## src/rtl/lig_pkg.sv

```systemverilog
package lig_pkg;
  localparam int WORD_W    = 32;
  localparam int TAG_W     = 5;
  localparam int HDR_PAY_W = 22;
  localparam int PART_PAY_W = 24;
  localparam int LEN_W     = 3;
  localparam int MAX_SLOTS = 7;
  localparam int NUM_PARTS = MAX_SLOTS - 1;
  localparam int OUT_W     = HDR_PAY_W + NUM_PARTS * PART_PAY_W;
  localparam logic [TAG_W-1:0] LONG_TAG = '1;

  typedef struct packed {
    logic passThru;
    logic startHdr;
    logic storePart;
    logic finish;
    logic flagErr;
    logic [LEN_W-1:0] len;
    logic [LEN_W-1:0] partIdx;
  } ctrlStrobeT;
endpackage

```

## src/rtl/lig_ctrl.sv

```systemverilog
module lig_ctrl
  import lig_pkg::*;
(
  input  logic              clk,
  input  logic              rstN,
  input  logic              inValid,
  input  logic [WORD_W-1:0] inWord,
  input  logic              longValid,
  input  logic              longReady,
  output logic              inReady,
  output ctrlStrobeT        st
);
  logic                 openQ, openD;
  logic [LEN_W-1:0]     lenQ, lenD;
  logic [NUM_PARTS-1:0] seenQ, seenD, seenNew;
  logic                 isLong, isHdr, take;
  logic [LEN_W-1:0]     hdrLen, pos, posIdx;

  always_comb begin
    isLong  = inWord[WORD_W-1 -: TAG_W] == LONG_TAG;
    isHdr   = isLong && (inWord[26:25] == 2'b00);
    hdrLen  = inWord[24:22];
    pos     = inWord[26:24];
    posIdx  = pos - 3'd2;
    seenNew = seenQ | (NUM_PARTS'(1) << posIdx);
    inReady = !(isLong && longValid && !longReady);
    take    = inValid && inReady;

    st         = '0;
    st.len     = isHdr ? hdrLen : lenQ;
    st.partIdx = posIdx;
    openD      = openQ;
    lenD       = lenQ;
    seenD      = seenQ;

    if (take) begin
      if (!isLong) begin
        st.passThru = 1'b1;
      end else if (isHdr) begin
        st.flagErr = openQ || (hdrLen < 3'd2);
        if (hdrLen >= 3'd2) begin
          st.startHdr = 1'b1;
          openD       = 1'b1;
          lenD        = hdrLen;
          seenD       = '0;
        end else begin
          openD = 1'b0;
        end
      end else if (!openQ) begin
        st.flagErr = 1'b1;
      end else if ((pos > lenQ) || seenQ[posIdx]) begin
        st.flagErr = 1'b1;
        openD      = 1'b0;
      end else begin
        st.storePart = 1'b1;
        seenD        = seenNew;
        if ($countones(seenNew) == int'(lenQ) - 1) begin
          st.finish = 1'b1;
          openD     = 1'b0;
        end
      end
    end
  end

  always_ff @(posedge clk) begin
    if (!rstN) begin
      openQ <= 1'b0;
      lenQ  <= '0;
      seenQ <= '0;
    end else begin
      openQ <= openD;
      lenQ  <= lenD;
      seenQ <= seenD;
    end
  end
endmodule

```

## src/rtl/lig_datapath.sv

```systemverilog
module lig_datapath
  import lig_pkg::*;
(
  input  logic              clk,
  input  logic              rstN,
  input  logic [WORD_W-1:0] inWord,
  input  ctrlStrobeT        st,
  input  logic              longReady,
  output logic              thruValid,
  output logic [WORD_W-1:0] thruWord,
  output logic              longValid,
  output logic [OUT_W-1:0]  longData,
  output logic [LEN_W-1:0]  longLen,
  output logic              errFlag
);
  logic [HDR_PAY_W-1:0]  hdrQ;
  logic [PART_PAY_W-1:0] partQ [NUM_PARTS];
  logic [OUT_W-1:0]      assembled;

  assign assembled[OUT_W-1 -: HDR_PAY_W] = hdrQ;

  for (genvar i = 0; i < NUM_PARTS; i++) begin : gSlot
    localparam int TOP = OUT_W - HDR_PAY_W - 1 - i * PART_PAY_W;
    logic hit;
    assign hit = st.storePart && (st.partIdx == LEN_W'(i));
    assign assembled[TOP -: PART_PAY_W] = hit ? inWord[PART_PAY_W-1:0] : partQ[i];

    always_ff @(posedge clk) begin
      if (!rstN || st.startHdr) partQ[i] <= '0;
      else if (hit)             partQ[i] <= inWord[PART_PAY_W-1:0];
    end
  end

  always_ff @(posedge clk) begin
    if (!rstN) hdrQ <= '0;
    else if (st.startHdr) hdrQ <= inWord[HDR_PAY_W-1:0];
  end

  always_ff @(posedge clk) begin
    if (!rstN) begin
      thruValid <= 1'b0;
      thruWord  <= '0;
      errFlag   <= 1'b0;
      longValid <= 1'b0;
      longData  <= '0;
      longLen   <= '0;
    end else begin
      thruValid <= st.passThru;
      if (st.passThru) thruWord <= inWord;
      errFlag <= st.flagErr;
      if (st.finish) begin
        longValid <= 1'b1;
        longData  <= assembled;
        longLen   <= st.len;
      end else if (longReady) begin
        longValid <= 1'b0;
      end
    end
  end
endmodule

```

## src/rtl/long_insn_gather.sv

```systemverilog
module long_insn_gather
  import lig_pkg::*;
(
  input  logic              clk,
  input  logic              rstN,
  input  logic              inValid,
  input  logic [WORD_W-1:0] inWord,
  output logic              inReady,
  output logic              thruValid,
  output logic [WORD_W-1:0] thruWord,
  output logic              longValid,
  input  logic              longReady,
  output logic [OUT_W-1:0]  longData,
  output logic [LEN_W-1:0]  longLen,
  output logic              errFlag
);
  ctrlStrobeT st;

  lig_ctrl uCtrl (
    .clk(clk), .rstN(rstN), .inValid(inValid), .inWord(inWord),
    .longValid(longValid), .longReady(longReady), .inReady(inReady), .st(st)
  );

  lig_datapath uData (
    .clk(clk), .rstN(rstN), .inWord(inWord), .st(st), .longReady(longReady),
    .thruValid(thruValid), .thruWord(thruWord), .longValid(longValid),
    .longData(longData), .longLen(longLen), .errFlag(errFlag)
  );
endmodule

```

## config.mk

```make
export PLATFORM = sky130hd
export DESIGN_NAME = long_insn_gather
export DESIGN_NICKNAME = d
export VERILOG_FILES = /design/src/rtl/lig_pkg.sv /design/src/rtl/lig_ctrl.sv /design/src/rtl/lig_datapath.sv /design/src/rtl/long_insn_gather.sv
export SDC_FILE = /design/constraint.sdc
export NUM_CORES = 1
export LEC_CHECK = 0
export ABC_AREA = 1
export BUFFER_PORTS_ARGS = -buffer_cell sky130_fd_sc_hd__buf_2
export CAP_MARGIN = 20
export CORE_UTILIZATION = 55
export DETAILED_ROUTE_END_ITERATION = 8
export HOLD_SLACK_MARGIN = 0.03
export PLACE_DENSITY = 0.78
export SYNTH_ARGS = -nofsm -noshare
export SYNTH_HDL_FRONTEND = slang
export SYNTH_SLANG_ARGS = --single-unit
```

## constraint.sdc

```tcl
create_clock -name clk -period 4.6 [get_ports clk]
set_clock_uncertainty 0.05 [all_clocks]
set_input_delay 0.46 -clock clk [delete_from_list [all_inputs] [get_ports clk]]
set_output_delay 0.46 -clock clk [all_outputs]
set_load 0.02 [all_outputs]
```

==> metrics.md <==
| Metric | Value |
|---|---|
| Worst-margin pin slew | `0.9832 ns` |
| M1 GR Usage | `0.4110` |
| FF-to-FF End | `uData.longData[155]` |
| Post-CTS setup buffer count | `0` |
| Cts hold-fix bufs | `0` |
| First-pass GRT wire length | `69.21 mm` |
| Critical Path RT | `5.01 ns` |
| CTS tree | `done` |
| Worst-path maximum fanout | `46` |
| Worst Reg-to-Reg Cells | `13` |
| Max-cap violations | `0` |
| Layout cells sized above 1 | `0.1559` |
| Synth Area in XOR/XNOR | `0.001690` |
| CTS Buf Count | `39` |
| Initial antenna violation count | `1` |
| Synth top area share | `0.4584` |
| Crit path max-delay cell type | `fa_1` |
| H-tree depth | `2` |
| Slew Limit Fails | `0` |
| Leading cell type in the layout, fill and taps excluded | `inv_1` |
| Cells after Synth | `2066` |
| CP Class | `in -> reg` |
| Worst hold stages | `2` |
| Vias in the first global route | `12.90k` |
| Area of the mapped netlist | `15550 sq um` |
| Hold Path Sink | `uData.thruWord[30]` |
| Iter 0 DRT Violations | `1446` |
| CP max stage delay | `0.47 ns` |
| Initial Utilization | `0.5596` |
| IO buf count | `240` |
| Root Driver | `clkbuf_16` |
| Bufs on Longest Clock Path | `3` |
| Setup tns final | `0 ns` |
| Cell variety after synth | `28` |
| Min-delay src | `inValid` |
| CTS-repair resized insts | `0` |
| Die Ht | `170.1 microns` |
| Min-Delay Path Class | `in -> reg` |
| Lkg Pwr | `9.326 nW` |
| Core footprint | `roughly 28000 sq um` |
| Total die area | `28940 sq um` |
| Footprint of the multi-input gates | `5717 sq um` |
| Number of remaining DRC errors | `0` |
| # clock sinks | `380` |
| Area grow syn2layout | `17.50%` |
| Post-Syn Nets | `2114` |
| Adder-Cell Fraction of Synth Area | `0.01062` |
| HPWL Detailed | `27.37 mm` |
| Cell with the most instances on the worst path | `ha_1` |
| Total gr overflow | `0` |
| Final hold vios | `0` |
| Crit Reg-Reg Startpoint | `uCtrl.seenQ[3]` |
| Worst Path Arrival | `4.29 ns` |
| Largest net degree at the start of global routing | `226` |
| Worst slew margin | `0.3429` |
| Cell taking the most area after synthesis | `dfxtp_1` |
| DRT Pass-1 Iters | `5` |
| Final Wtd Congestion | `around 0.89` |
| RSZ-0062 raised after global routing | `false` |
| Fmax | `around 260 MHz` |
| Die X | `170.1 microns` |
| # IOs | `241` |
| Compound-Gate Fraction of Synth Area | `0.09545` |
| Final #Nets | `roughly 2.3k` |
| Worst vdd ir | `0.3523 mV` |
| Crit. End Element | `register` |
| Status | `complete, no violations` |
| Routed Wire Length | `44.73 mm` |
| Reg clk slew, reported paths | `0.07 ns` |
| CP startpoint kind | `primary input` |
| # fillers | `2438` |
| Yosys warns | `0` |
| Post-synthesis mux area share | `0` |
| Post-DRT Antenna Nets | `0` |
| GR peak layer | `met2` |
| Grt met3 use | `0.05140` |
| Crit share post-route | `0.8436` |
| Final setup vio count | `0` |
| Top cells by area, synth | `dfxtp_1 (46%), nand3_1 (9.0%), inv_1 (8.7%)` |
| Total Power | `6.872 mW` |
| Fin crit period | `3.881 ns` |
| Reg2Reg Setup Slack | `around 1.0 ns` |
| Via-to-Cell Ratio | `roughly 5.5` |
| Met2 usage | `0.4820` |
| Largest family of logic cells by synthesized area | `simple AND/OR/NAND/NOR gates` |
| Antenna cell count | `0` |
| WL/cell | `16.97 microns` |
| Yosys reg bits | `between 300 and 400` |
| Most frequent cells in the layout | `inv_1 (361), dfxtp_1 (356), nand2_1 (342)` |
| Global Route Usage Sum | `0.3056` |
| Row cnt | `61` |
| Sequential-to-total area share from yosys stat | `0.5048` |
| Avg Cell Area, Syn | `7.525 sq um` |
| Vias | `14.47k` |
| Reg area | `7848 sq um` |
| Crit path cell chain | `buf_2, inv_1, ha_1, inv_2, nor3_2, or2_2, ha_1, fa_1, ha_1, ha_1, xnor2_1, xor2_1, nor2_1, nand2_8, inv_6, buf_12, o21ai_0, nor2_1` |
| Skew-Pair Late Insertion Delay | `0.53 ns` |
| Simple-gate share of the synthesized area | `0.2579` |
| Pwr/cell area | `376.2 nW/um^2` |
[where the power goes]
group          switching (mW)  total [mW]  internal [mW]
Sequential             0.0119        3.36           3.35
Combinational           0.255       0.319         0.0643
Clock                    1.30        3.19           1.89
[worst max path at each step]
stage	start	end	slack, ns	cells past startpoint
after detailed placement	inWord[25]	uData.longData[107]	0.19	19
after floorplan	inWord[25]	uData.longData[10]	0.50	20
after global routing	inWord[25]	uData.longData[146]	0.50	18
after CTS	inWord[25]	uData.longData[107]	0.74	19
final	inWord[25]	uData.longData[155]	0.72	18
after global placement	inWord[25]	uData.longData[107]	0.30	19
[synth_stat cells]
master    count
nor3_1        3
nand4_1     152
a22oi_1       1
or2_2         2
a21oi_1     200
clkinv_1      1
dfxtp_1     356
nand3_1     279
buf_2        44
inv_2         5
buf_1        22
nor2_2        4
fa_1          2
a211oi_1      1
o21ai_0      90
buf_4         7
inv_1       361
clkbuf_2      2
edfxtp_1     24
xnor2_1       1
xor2_1        2
clkbuf_1     72
nand2_1     342
ha_1         10
nand2_4       1
nor2_4        2
o32ai_1       2
nor2_1       78
[final cells by class]
type,instances,share of cell area
Clock buffer,58,0.06452
Clock inverter,11,0.006918
Sequential cell,380,0.4296
Tap cell,378,0.02589
Multi-Input combinational cell,1172,0.3130
Inverter,367,0.07583
Timing Repair Buffer,270,0.08425
[layer usage]
layer,routed length (microns),part of all wire
met1,19050,0.43
met2,20280,0.45
met3,3600,0.080
met4,1797,0.040
met5,10,0.00022
[through the flow]
stage / setup slack, ns / hold slack, ns / utilization / cells / instance area, sq um
after CTS: 0.7357 / 0.1101 / 0.6568 / 2635 / 18250
after detailed placement: 0.1936 / 0.4116 / 0.6098 / 2566 / 16940
after global routing: 0.5013 / 0.1351 / 0.6575 / 2636 / 18270
final: 0.7195 / 0.1239 / 0.6575 / 2636 / 18270
after global placement: 0.2954 / 0.3930 / 0.6098 / 2566 / 16940
after floorplan: 0.4999 / 0.3995 / - / 2066 / 15550
[state kept, by name, summed over array words and instances (netlist names)]
| signal | flops |
|---|---|
| uCtrl.lenQ | 3 |
| uCtrl.openQ | 1 |
| uCtrl.seenQ | 6 |
| uData.errFlag | 1 |
| uData.hdrQ | 22 |
| uData.longData | 166 |
| uData.longLen | 3 |
| uData.longValid | 1 |
| uData.partQ | 144 |
| uData.thruValid | 1 |
| uData.thruWord | 32 |
[cells by family (layout without fill, tap and decap cells)]
group	Yosys count	in the layout
AND/OR/NAND/NOR	863	863
AO/OA/AOI/OAI	294	294
XOR/XNOR	3	3
adder cells (fa/ha/maj)	12	12
buffers and inverters	514	706
flip-flops	380	380
[worst max-delay path, delay by kind of cell]
family / cells / cell delay (ns)
adder cells (fa/ha/maj): 5 / 1.52
AO/OA/AOI/OAI: 1 / 0.14
buffers and inverters: 5 / 0.96
XOR/XNOR: 2 / 0.29
AND/OR/NAND/NOR: 5 / 0.90
(Power assumes the default switching activity.)
